**config.mk**
```make
export PLATFORM = sky130hd
export DESIGN_NAME = aclk_gen
export DESIGN_NICKNAME = d
export VERILOG_FILES = /design/src/rtl/aclk_pkg.sv /design/src/rtl/aclk_phase_acc.sv /design/src/rtl/aclk_frame_cnt.sv /design/src/rtl/aclk_gen.sv
export SDC_FILE = /design/constraint.sdc
export NUM_CORES = 1
export LEC_CHECK = 0
export ABC_AREA = 0
export ABC_CLOCK_PERIOD_IN_PS = 2600
export BUFFER_PORTS_ARGS = -buffer_cell sky130_fd_sc_hd__buf_2
export CAP_MARGIN = 20
export CELL_PAD_IN_SITES_DETAIL_PLACEMENT = 0
export CELL_PAD_IN_SITES_GLOBAL_PLACEMENT = 2
export CORE_ASPECT_RATIO = 1.2
export CORE_UTILIZATION = 36
export CTS_BUF_LIST = sky130_fd_sc_hd__clkbuf_8
export CTS_CLUSTER_SIZE = 30
export DETAILED_ROUTE_END_ITERATION = 8
export PLACE_DENSITY_LB_ADDON = 0.1
export RECOVER_POWER = 50
export SETUP_SLACK_MARGIN = 0.02
export SYNTH_ARGS = -nofsm -noshare
export SYNTH_HDL_FRONTEND = slang
export SYNTH_HIERARCHICAL = 1
export SYNTH_SLANG_ARGS = --single-unit
```
**constraint.sdc**
```tcl
create_clock -name clk -period 2.6 [get_ports clk]
set_clock_uncertainty 0.15 [all_clocks]
set_input_delay 0.26 -clock clk [delete_from_list [all_inputs] [get_ports clk]]
set_output_delay 0.26 -clock clk [all_outputs]
set_load 0.05 [all_outputs]
```
**src/rtl/aclk_pkg.sv**
```systemverilog
package aclk_pkg;
  typedef enum logic [1:0] {
    FMT_I2S  = 2'd0,
    FMT_LEFT = 2'd1,
    FMT_PCM  = 2'd2,
    FMT_SPI  = 2'd3
  } fmt_e;

  // idle level of the word clock pin before generation
  function automatic logic idle_word(fmt_e f);
    return (f == FMT_I2S);
  endfunction

  // idle level of the bit clock pin before generation
  function automatic logic idle_bit(fmt_e f);
    return (f == FMT_I2S) || (f == FMT_LEFT);
  endfunction

  // wide frames carry the larger bit count per word
  function automatic logic wide_frame(fmt_e f);
    return (f != FMT_PCM);
  endfunction
endpackage

```
**src/rtl/aclk_phase_acc.sv**
```systemverilog
module aclk_phase_acc #(
  parameter int ACC_W = 16
) (
  input  logic             clk,
  input  logic             rst_n,
  input  logic             run,
  input  logic             ock_en,
  input  logic [ACC_W-1:0] freq_word,
  output logic             tick_o,
  output logic             ock_o
);
  localparam int PW = 2*ACC_W + 2;

  logic [ACC_W-1:0] acc_q;
  logic [ACC_W:0]   sum;
  logic             carry;
  logic             tick_q, ock_q;

  assign sum   = {1'b0, acc_q} + {1'b0, freq_word};
  assign carry = run & sum[ACC_W];

  always_ff @(posedge clk) begin
    if (!rst_n) begin
      acc_q  <= '0;
      tick_q <= 1'b0;
      ock_q  <= 1'b0;
    end else begin
      acc_q  <= run ? sum[ACC_W-1:0] : '0;
      tick_q <= carry;
      if (!ock_en)    ock_q <= 1'b0;
      else if (carry) ock_q <= ~ock_q;
    end
  end

  assign tick_o = tick_q;
  assign ock_o  = ock_q;

  // carry spacing monitor for the fractional-division bound
  logic [ACC_W:0]   gap_q;
  logic             valid_q;
  logic [ACC_W-1:0] fw_q;
  logic [PW-1:0]    prod_hi, prod_lo, full;

  always_ff @(posedge clk) begin
    if (!rst_n) begin
      gap_q   <= '0;
      valid_q <= 1'b0;
      fw_q    <= '0;
    end else begin
      fw_q <= freq_word;
      if (!run) begin
        gap_q   <= 1;
        valid_q <= 1'b0;
      end else if (carry) begin
        gap_q   <= 1;
        valid_q <= (freq_word == fw_q);
      end else begin
        if (gap_q != '1) gap_q <= gap_q + 1'b1;
        if (freq_word != fw_q) valid_q <= 1'b0;
      end
    end
  end

  assign prod_hi = PW'(gap_q) * PW'(freq_word);
  assign prod_lo = PW'(gap_q - 1'b1) * PW'(freq_word);
  assign full    = PW'(1) << ACC_W;

  assert_carry_gap_R2: assert property (@(posedge clk) disable iff (!rst_n)
    (carry && valid_q && freq_word == fw_q) |-> (prod_hi + PW'(freq_word) > full) && (prod_lo < full));

  assert_ock_off_R3: assert property (@(posedge clk) disable iff (!rst_n)
    !ock_en |=> !ock_o);
endmodule

```
**src/rtl/aclk_frame_cnt.sv**
```systemverilog
module aclk_frame_cnt #(
  parameter int RATIO_LO_LOG2   = 8,
  parameter int RATIO_HI_LOG2   = 9,
  parameter int BPW_WIDE_LOG2   = 6,
  parameter int BPW_NARROW_LOG2 = 5
) (
  input  logic clk,
  input  logic rst_n,
  input  logic active,
  input  logic tick,
  input  logic ratio_hi,
  input  logic wide,
  input  logic idle_w,
  input  logic idle_b,
  output logic wclk_o,
  output logic bclk_o
);
  localparam int CW = RATIO_HI_LOG2 + 1;
  localparam int PW = $clog2(CW + 1);

  logic [CW-1:0] cnt_q, cnt_nxt, last;
  logic [PW-1:0] wpos, bpos;
  logic          w_q, b_q;

  assign wpos = ratio_hi ? PW'(RATIO_HI_LOG2) : PW'(RATIO_LO_LOG2);
  assign bpos = wpos - (wide ? PW'(BPW_WIDE_LOG2) : PW'(BPW_NARROW_LOG2));
  assign last = ratio_hi ? {CW{1'b1}} : CW'((32'd1 << (RATIO_LO_LOG2 + 1)) - 32'd1);
  assign cnt_nxt = (cnt_q >= last) ? '0 : cnt_q + 1'b1;

  always_ff @(posedge clk) begin
    if (!rst_n) begin
      cnt_q <= '0;
      w_q   <= 1'b0;
      b_q   <= 1'b0;
    end else if (!active) begin
      cnt_q <= '0;
      w_q   <= idle_w;
      b_q   <= idle_b;
    end else if (tick) begin
      cnt_q <= cnt_nxt;
      w_q   <= idle_w ^ cnt_nxt[wpos];
      b_q   <= idle_b ^ cnt_nxt[bpos];
    end
  end

  assign wclk_o = w_q;
  assign bclk_o = b_q;

  // monitor state: active and configuration one cycle back
  logic       act_q;
  logic [3:0] cfg_q;
  always_ff @(posedge clk) begin
    if (!rst_n) begin
      act_q <= 1'b0;
      cfg_q <= '0;
    end else begin
      act_q <= active;
      cfg_q <= {ratio_hi, wide, idle_w, idle_b};
    end
  end

  assert_word_on_bit_edge_R5: assert property (@(posedge clk) disable iff (!rst_n)
    (act_q && active && cfg_q == {ratio_hi, wide, idle_w, idle_b} && wclk_o != $past(wclk_o))
      |-> (bclk_o != $past(bclk_o)));

  assert_edge_after_tick_R4: assert property (@(posedge clk) disable iff (!rst_n)
    (act_q && active && cfg_q == {ratio_hi, wide, idle_w, idle_b} && bclk_o != $past(bclk_o))
      |-> $past(tick));
endmodule

```
**src/rtl/aclk_gen.sv**
```systemverilog
module aclk_gen
  import aclk_pkg::*;
#(
  parameter int ACC_W           = 16,
  parameter int RATIO_LO_LOG2   = 8,
  parameter int RATIO_HI_LOG2   = 9,
  parameter int BPW_WIDE_LOG2   = 6,
  parameter int BPW_NARROW_LOG2 = 5
) (
  input  logic             clk,
  input  logic             rst_n,
  input  logic [ACC_W-1:0] freq_word,
  input  logic             ratio_hi,
  input  logic [1:0]       fmt,
  input  logic             ock_en,
  input  logic             master_en,
  input  logic             gen_en,
  output logic             ock_o,
  output logic             wclk_o,
  output logic             bclk_o,
  output logic             wclk_oe,
  output logic             bclk_oe
);
  fmt_e fmt_s;
  logic drive, gen_active, run, tick;

  assign fmt_s      = fmt_e'(fmt);
  assign drive      = master_en && (fmt_s != FMT_SPI);
  assign gen_active = drive && gen_en;
  assign run        = ock_en || gen_active;
  assign wclk_oe    = drive;
  assign bclk_oe    = drive;

  aclk_phase_acc #(.ACC_W(ACC_W)) u_acc (
    .clk       (clk),
    .rst_n     (rst_n),
    .run       (run),
    .ock_en    (ock_en),
    .freq_word (freq_word),
    .tick_o    (tick),
    .ock_o     (ock_o)
  );

  aclk_frame_cnt #(
    .RATIO_LO_LOG2   (RATIO_LO_LOG2),
    .RATIO_HI_LOG2   (RATIO_HI_LOG2),
    .BPW_WIDE_LOG2   (BPW_WIDE_LOG2),
    .BPW_NARROW_LOG2 (BPW_NARROW_LOG2)
  ) u_frame (
    .clk      (clk),
    .rst_n    (rst_n),
    .active   (gen_active),
    .tick     (tick),
    .ratio_hi (ratio_hi),
    .wide     (wide_frame(fmt_s)),
    .idle_w   (idle_word(fmt_s)),
    .idle_b   (idle_bit(fmt_s)),
    .wclk_o   (wclk_o),
    .bclk_o   (bclk_o)
  );

  // slave-only format held for two cycles: pins must be quiet at 0
  logic [1:0] spi_run_q;
  always_ff @(posedge clk) begin
    if (!rst_n)                spi_run_q <= '0;
    else if (fmt_s != FMT_SPI) spi_run_q <= '0;
    else if (spi_run_q != 2'd2) spi_run_q <= spi_run_q + 1'b1;
  end

  assert_spi_quiet_R8: assert property (@(posedge clk) disable iff (!rst_n)
    (spi_run_q == 2'd2) |-> (!wclk_o && !bclk_o));
endmodule

```
==> metrics.md, run 1 <==
| Metric | Value |
|---|---|
| Multiplexer share of the synthesized area | 2.80% |
| Synth Area in Compound Gates | 28.5% |
| Pre-antenna DRT Iters | 4 |
| Outcome | finished clean |
| First-pass GRT wire length | 10.1 mm |
| Fmax | 0.424 GHz |
| Nets | 365 |
| Routed wl met2 | 3.06 mm |
| Post-synthesis simple-gate area fraction | 25.0% |
| WL/cell | 14.8 um |
| Hold Slack | 0.180 ns |
| Core box area | 6130 um^2 |
| Area contributors post-synth | dfxtp_1 26%, ha_1 11%, a21oi_1 5.6% |
| Post-layout min period | 2.36 ns |
| DR top layer | met4 |
| Post-CTS setup buffers | 0 |
| Setup CP Type | flop to flop |
| Via density | 5.51 |
| Fillers | 697 |
| Buffers on Ports | 28 |
| Hold/Removal Path Class | input pin to flop |
| Initial antenna violation count | 0 |
| Total GRT Usage | 19.2% |
| DRT Wirelength | 5.96 mm |
| CP required | 2.62 ns |
| Final Setup Violations | 0 |
| Worst R2R Setup Slack | 0.24 ns |
| Largest net degree at the start of global routing | 12 |
| Slew headroom | 60.4% |
| YS warnings | 6 |
| Synth top area share | 25.8% |
| Root Buffer | clkbuf_8 |
| Design Power | 1270 uW |
| Hold-fix buffers at CTS | 0 |
| Crit path launch type | flop |
| DRC viols | 0 |
| Final GP Congestion | 0.794 |
| Die ar. | 6780 um^2 |
| Most frequent cells in the layout | 30 x dfxtp_1, 27 x nor2_1, 26 x a21oi_1 |
| Post-synth design cell area | 2320 um^2 |
| IO Pins | 29 |
| CP Max Fanout | 5 |
| Die Width | 75.3 um |
| Mapped Nets | 332 |
| Yosys reg bits | 30 |
| H-tree depth | 2 |
| Share of layout cells above drive strength 1 | 15.0% |
| Grt total ovfl | 0 |
| Starting Density | 37.9% |
| Die H | 90.0 um |
| Detail Route Antenna Nets | 0 |
| Post-CTS Resized | 0 |
| CTS Buf Count | 5 |
| Synth cell types | 60 |
| RSZ-0062 raised after global routing | no |
| Max Cap Violations | 0 |
| Final period util | 90.8% |
| Number of synthesized flops with an enable pin | 0 |
| Post-Syn Instances | 287 |
| Final setup TNS | 0 ns |
| Worst Setup End Kind | flop |
| TritonCTS clock tree | yes |
| Tightest Pin Transition | 0.596 ns |
| Later-pin clock latency in the skew report | 0.28 ns |
| CTS Sinks | 30 |
| Final Hold Vio Count | 0 |
| Post-synthesis xor/xnor area fraction | 2.64% |
| Top cell type by total area after synthesis | dfxtp_1 |
| Largest family of logic cells by synthesized area | compound AO/OA/AOI/OAI gates |
| Cell Pwr Density | 479 nW/um^2 |
| VDD IR max | 0.000237 V |
| DR iter-0 viols | 81 |
| Post-Route M1 WL | 2.68 mm |
| Async set-reset flop share out of synthesis | 0% |
| Clock slew at reported path FFs | 0.07 ns |
| Fraction of the mapped netlist area in adder cells | 11.6% |
| Vias | 2217 |
| FP Rows | 31 |
| Core Util, Final | 43.1% |
| Leakage | 0.00104 uW |
| Ys flop type | dfxtp_1 |
| Vias in the first global route | 2135 |
| Syn avg cell area | 8.10 um^2 |
| Met3 WL | 142 um |
| Clock Path Buffers | 2 |
| Area delta synth->final | 13.7% |
| Sequential area share after synthesis | 25.8% |
| Critical R2R Launch | u_acc/acc_q[0] |
| Most common cell after layout, fill and taps aside | dfxtp_1 |
| Antenna fix cells | 0 |
| Worst setup endpoint | u_acc/acc_q[12] |
| Post-DP HPWL | 4.61 mm |
| CP startpoint | u_acc/acc_q[0] |
| Final Max Tran Viols | 0 |
| Worst reg2reg endpoint | u_acc/acc_q[12] |
| Crit path DAT | 2.38 ns |
| R2R depth | 7 |
worst min-delay path by stage:
stage                            end  cells after the start        startpoint
finish                   u_acc/ock_o                      3            ock_en
CTS                      u_acc/ock_o                      3            ock_en
detailed placement    u_frame/bclk_o                      2    u_frame/bclk_o
global route          u_acc/acc_q[1]                      2             rst_n
global placement    u_frame/cnt_q[5]                      2  u_frame/cnt_q[5]
floorplan             u_frame/wclk_o                      1             rst_n
critical path, stage by stage, from the launching register on:
cell and delay [ns]:
dfxtp_1 0.30, ha_1 0.21, fa_1 0.44, a211oi_2 0.32
o21ai_2 0.16, a211oi_2 0.26, o31ai_1 0.12, mux2_4 0.30
synthesized netlist by cell type (5+ instances only):
cell type and count:
o21ai_1 6, nor3_1 8, o21ai_0 10, clkbuf_1 5, nor2_1 27, inv_1 10
ha_1 20, mux2i_1 5, a21oi_1 26, a21o_1 5, nand3_1 11, dfxtp_1 30
nand4_1 6, nand2_1 25, nand2b_1 7
registers in the layout (all words and copies together), names as in the netlist:
| register | count |
|---|---|
| u_acc/tick_o | 1 |
| u_frame/bclk_o | 1 |
| u_acc/acc_q | 16 |
| u_frame/wclk_o | 1 |
| u_acc/ock_o | 1 |
| u_frame/cnt_q | 10 |
routing by layer:
layer | up-vias | global-route usage (%)
met3 | 5 | 3.03
met5 | - | 0
li1 | 1139 | -
met1 | 1044 | 23.5
met4 | 0 | 5.56
met2 | 29 | 33.4
where the power goes:
| part | total (uW) | internal, uW | switching [uW] |
|---|---|---|---|
| logic | 406 | 166 | 240 |
| clock network | 355 | 176 | 179 |
| registers | 505 | 491 | 13.9 |
kinds of logic after synthesis:
group / Yosys count
AND/OR/NAND/NOR: 112
adder cells (fa/ha/maj): 21
buffers and inverters: 20
flip-flops: 30
XOR/XNOR: 7
AO/OA/AOI/OAI: 91
multiplexers: 6
stage by stage:
step / cells / cell area [um^2] / setup WS, ns
6_report: 402 / 2640 / 0.239
3_3_place_gp: 395 / 2580 / 0.179
3_5_place_dp: 395 / 2580 / 0.154
4_1_cts: 402 / 2650 / 0.229
5_1_grt: 402 / 2640 / 0.0910
2_1_floorplan: 287 / 2320 / 0.368
area by class of cell:
class	count	area [um^2]	area share, %
tap	82	103	3.88
clock buffer	5	68.8	2.60
clock inverter	2	7.51	0.284
inverter	11	41.3	1.56
multi-input combinational	237	1640	62.0
timing repair buffer	35	183	6.91
sequential	30	601	22.7
No activity file was read; power rests on OpenSTA's default activity.
==> run 2: changes to the inputs <==
- BUFFER_PORTS_ARGS: -buffer_cell sky130_fd_sc_hd__buf_2 -> unset
- CORE_UTILIZATION: 36 -> 39
- DONT_BUFFER_PORTS: unset -> 1
==> metrics.md, run 2 (synthesis gave the netlist of run 1 again) <==
| Metric | Value |
|---|---|
| Outcome | finished clean |
| Most flops, register | u_acc/acc_q |
| Most frequent cells in the layout | 30 x dfxtp_1, 27 x nor2_1, 26 x a21oi_1 |
| Int Pwr | 926 uW |
| DRC viols | 0 |
| Top flop regs | u_acc/acc_q x16, u_frame/cnt_q x10 |
| Largest net degree at the start of global routing | 12 |
| CTS Buf Count | 5 |
| CP startpoint | u_acc/acc_q[0] |
| Slack of the critical path | 0.235 ns |
| P_sw | 425 uW |
| WL/cell | 15.9 um |
| CTS Sinks | 30 |
| Dominant delay contributor by cell family on the critical path | compound AO/OA/AOI/OAI gates |
| Met3 usage | 3.95% |
| CP max stage cell | fa_1 |
| CP Buf/Inv Count | 0 |
| Buffers on Ports | 0 |
| Slowest stage delay, CP | 0.44 ns |
| Worst R2R Setup Slack | 0.24 ns |
| Final Max Tran Viols | 0 |
| Hold_sp | rst_n |
| Final setup TNS | 0 ns |
| Worst setup endpoint | u_acc/acc_q[12] |
| DRT Wirelength | 5.92 mm |
| Setup CP Type | flop to flop |
| Seq. cell area | 601 um^2 |
| Clock Path Buffers | 2 |
| Crit path DAT | 2.39 ns |
| Root Buffer | clkbuf_8 |
| Vias in the first global route | 2059 |
| Tightest Pin Transition | 0.649 ns |
| DR iter-0 viols | 95 |
| Clock share of power | 34.4% |
| Hold/Removal Path Class | input pin to flop |
| Slew headroom | 56.2% |
| VDD IR max | 0.000371 V |
| Post-CTS Resized | 0 |
| Die H | 86.6 um |
| Fmax | 0.423 GHz |
| Switching portion of total power | 31.5% |
| Area delta synth->final | 8.56% |
| Most common cell after layout, fill and taps aside | dfxtp_1 |
| Worst reg2reg endpoint | u_acc/acc_q[12] |
| Logic pwr share | 27.6% |
| Post-CTS setup buffers | 0 |
| RSZ-0062 raised after global routing | no |
| CP Max Fanout | 5 |
| Core box area | 5710 um^2 |
| Design Power | 1350 uW |
| Share of power burned in registers | 38.0% |
| Initial antenna violation count | 0 |
| Most used routing layer | met2 |
| WP depth | 7 |
| Via density | 5.63 |
| Later-pin clock latency in the skew report | 0.28 ns |
| TritonCTS clock tree | yes |
| Antenna fix cells | 0 |
| Detail Route Antenna Nets | 0 |
| First-pass GRT wire length | 9.74 mm |
| Area of the multi-input gates | 1640 um^2 |
| Leakage | 0.000937 uW |
| CP dominant cell by count | a211oi_2 |
| Vias | 2088 |
| GR Util met1 | 22.6% |
| Final period util | 91.0% |
| Critical R2R Launch | u_acc/acc_q[0] |
| Nets | 335 |
| Pre-antenna DRT Iters | 4 |
| Die Width | 72.5 um |
| CP required | 2.62 ns |
| Clock slew at reported path FFs | 0.07 ns |
| Post-DP HPWL | 4.56 mm |
| Fillers | 621 |
| Hold-fix buffers at CTS | 1 |
| Total GRT Usage | 20.2% |
| Final Hold Vio Count | 0 |
| Post-layout min period | 2.36 ns |
| Final Setup Violations | 0 |
| Worst Setup End Kind | flop |
| Grt total ovfl | 0 |
| Place WS | 0.249 ns |
| Final GP Congestion | 0.791 |
| Crit path launch type | flop |
| Die ar. | 6270 um^2 |
| Max Cap Violations | 0 |
| Critical path cell sequence | ha_1 > fa_1 > a211oi_2 > o21ai_2 > a211oi_2 > o31ai_1 > mux2_4 |
| R2R depth | 7 |
| Share of layout cells above drive strength 1 | 8.25% |
| IO Pins | 29 |
| Starting Density | 40.7% |
| Met2 Usage GRT | 37.4% |
| H-tree depth | 2 |
| Max reg flops | 16 |
| Cell Pwr Density | 536 nW/um^2 |
| FP Rows | 30 |
run 2: cell count changes in the layout (fill, tap and decap cells not counted), sizes merged:
cell	before	now
buf	29	2
bufinv	0	1
clkbuf	11	7
clkinv	1	3
dlygate4sd3	0	1
inv	12	10
run 2: stage by stage:
stage / utilization [%] / hold slack, ns / std cells / area, um^2
6_report: 44.2 / 0.0281 / 371 / 2520
5_1_grt: 44.2 / 0.0370 / 371 / 2520
4_1_cts: 44.4 / 0.00629 / 371 / 2530
3_5_place_dp: 42.3 / 0.257 / 362 / 2410
3_3_place_gp: 42.3 / 0.254 / 362 / 2410
2_1_floorplan: - / 0.250 / 287 / 2320
run 2: cell type report:
cell class | count | area share [%]
sequential | 30 | 23.8
inverter | 11 | 1.64
multi-input combinational | 237 | 65.0
clock inverter | 3 | 1.59
timing repair buffer | 5 | 1.29
tap | 80 | 3.97
clock buffer | 5 | 2.73
run 2: worst min path at each step:
| stage | to | cells after the start | slack [ns] |
|---|---|---|---|
| 2_1_floorplan | u_frame/wclk_o | 1 | 0.25 |
| 3_3_place_gp | u_frame/wclk_o | 1 | 0.25 |
| 3_5_place_dp | u_frame/wclk_o | 1 | 0.26 |
| 4_1_cts | u_acc/ock_o | 2 | 0.006 |
| 5_1_grt | u_acc/ock_o | 2 | 0.04 |
| 6_report | u_acc/ock_o | 2 | 0.03 |
run 2: power by group through the flow:
stage	registers, uW	logic [uW]	clock network, uW
after floorplan	520	303	0
after global placement	524	374	0
after detailed placement	524	372	0
after CTS	514	378	488
after global routing	516	420	504
final	513	373	466
run 2: routing by layer:
layer	vias to the layer above	wire, um
met4	0	95
met1	974	2540
met2	29	3100
met3	4	179
li1	1081	-
met5	-	0
==> run 3: changes to the inputs <==
- CAP_MARGIN: 20 -> 15
- PLACE_DENSITY: unset -> 0.79
- PLACE_DENSITY_LB_ADDON: 0.1 -> unset
- TNS_END_PERCENT: unset -> 50
==> metrics.md, run 3 (synthesis gave the netlist of run 1 again) <==
| Metric | Value |
|---|---|
| Nets | 334 |
| Initial antenna violation count | 0 |
| Total GRT Usage | 20.0% |
| Starting Density | 40.7% |
| Outcome | finished clean |
| Top flop regs | u_acc/acc_q x16, u_frame/cnt_q x10 |
| Setup CP Type | flop to flop |
| Fillers | 613 |
| Place WS | 0.245 ns |
| WL/cell | 15.6 um |
| Final Hold Vio Count | 0 |
| Post-DP HPWL | 4.47 mm |
| Final GP Congestion | 0.796 |
| DRC viols | 0 |
| Die ar. | 6270 um^2 |
| Root Buffer | clkbuf_8 |
| DR iter-0 viols | 79 |
| Post-layout min period | 2.35 ns |
| Area of the multi-input gates | 1640 um^2 |
| CTS Buf Count | 5 |
| Design Power | 1270 uW |
| Die Width | 72.5 um |
| Die H | 86.6 um |
| Final Setup Violations | 0 |
| First-pass GRT wire length | 9.65 mm |
| TritonCTS clock tree | yes |
| Pre-antenna DRT Iters | 4 |
| Final Max Tran Viols | 0 |
| Core box area | 5710 um^2 |
| Core Util, Final | 43.8% |
| Crit path DAT | 2.37 ns |
| Critical R2R Launch | u_acc/acc_q[0] |
| Slack of the critical path | 0.250 ns |
| Final period util | 90.4% |
| Leakage | 0.000931 uW |
| Fmax | 0.425 GHz |
| Most common cell after layout, fill and taps aside | dfxtp_1 |
| Seq. cell area | 601 um^2 |
| DRT Wirelength | 5.77 mm |
| Hold/Removal Path Class | input pin to flop |
| IO Pins | 29 |
| Post-CTS Resized | 0 |
| Slew headroom | 22.9% |
| Cell Pwr Density | 508 nW/um^2 |
| CP Max Fanout | 5 |
| Largest net degree at the start of global routing | 12 |
| Grt total ovfl | 0 |
| Post-CTS setup buffers | 0 |
| Most flops, register | u_acc/acc_q |
| Vias | 2099 |
| Detail Route Antenna Nets | 0 |
| Most frequent cells in the layout | 30 x dfxtp_1, 27 x nor2_1, 26 x a21oi_1 |
| Via density | 5.67 |
| Area delta synth->final | 7.49% |
| Buffers on Ports | 0 |
| Later-pin clock latency in the skew report | 0.28 ns |
| Tightest Pin Transition | 1.16 ns |
| RSZ-0062 raised after global routing | no |
| Clock Path Buffers | 2 |
| Hold-fix buffers at CTS | 1 |
| CP startpoint | u_acc/acc_q[0] |
| FP Rows | 30 |
| Crit path launch type | flop |
| Hold_sp | rst_n |
| CTS Sinks | 30 |
| Max Cap Violations | 0 |
| Share of layout cells above drive strength 1 | 7.59% |
| Clock slew at reported path FFs | 0.06 ns |
| CP required | 2.62 ns |
| VDD IR max | 0.000348 V |
| Final setup TNS | 0 ns |
| Antenna fix cells | 0 |
| Max reg flops | 16 |
| Vias in the first global route | 2047 |
| Worst Setup End Kind | flop |
| H-tree depth | 2 |
==> run 3: cell types whose count changed in the layout (fill, tap and decap cells not counted), sizes merged <==
cell | previous run | this run
clkinv | 3 | 2
bufinv | 1 | 0
inv | 10 | 11
==> run 3: cell type report <==
cell class | count | area share [%]
multi-input combinational | 237 | 65.5
clock buffer | 6 | 3.31
inverter | 11 | 1.65
timing repair buffer | 4 | 1.15
tap | 80 | 4.01
sequential | 30 | 24.0
clock inverter | 2 | 0.351
==> run 3: worst max-delay path, cell delays in order (launching register included) <==
cell	delay, ns
dfxtp_1	0.30
ha_1	0.21
fa_1	0.44
a211oi_2	0.32
o21ai_2	0.16
a211oi_2	0.25
o31ai_1	0.11
mux2_4	0.30
==> run 3: layer usage <==
layer / global-route usage [%] / vias to the layer above / share of wire, %
met5: 0 / - / 0
met4: 6.60 / 0 / 0.57
met3: 3.37 / 2 / 2.7
met2: 37.1 / 29 / 54
met1: 23.0 / 990 / 43
li1: - / 1078 / -
==> run 3: final timing paths <==
kind                            cells after the start          endpoint  slack, ns
worst max register to register                      7   u_acc/acc_q[12]       0.25
worst max-delay path                                7   u_acc/acc_q[12]       0.25
worst min register to register                      2  u_frame/cnt_q[1]       0.37
worst min-delay path                                2       u_acc/ock_o       0.04
==> run 3: stage by stage <==
step / instances / cell area, um^2 / hold slack (ns)
after floorplan: 287 / 2320 / 0.250
after global placement: 361 / 2400 / 0.259
after detailed placement: 361 / 2400 / 0.256
after CTS: 370 / 2510 / 0.0208
after global routing: 370 / 2500 / 0.0644
final: 370 / 2500 / 0.0390
==> run 3: where the power goes <==
group	leakage, uW	internal (uW)	total (uW)	switching [uW]
registers	0.000245	491	514	23.6
clock network	0.0000524	209	388	179
logic	0.000633	150	367	217
total	0.000931	850	1270	419
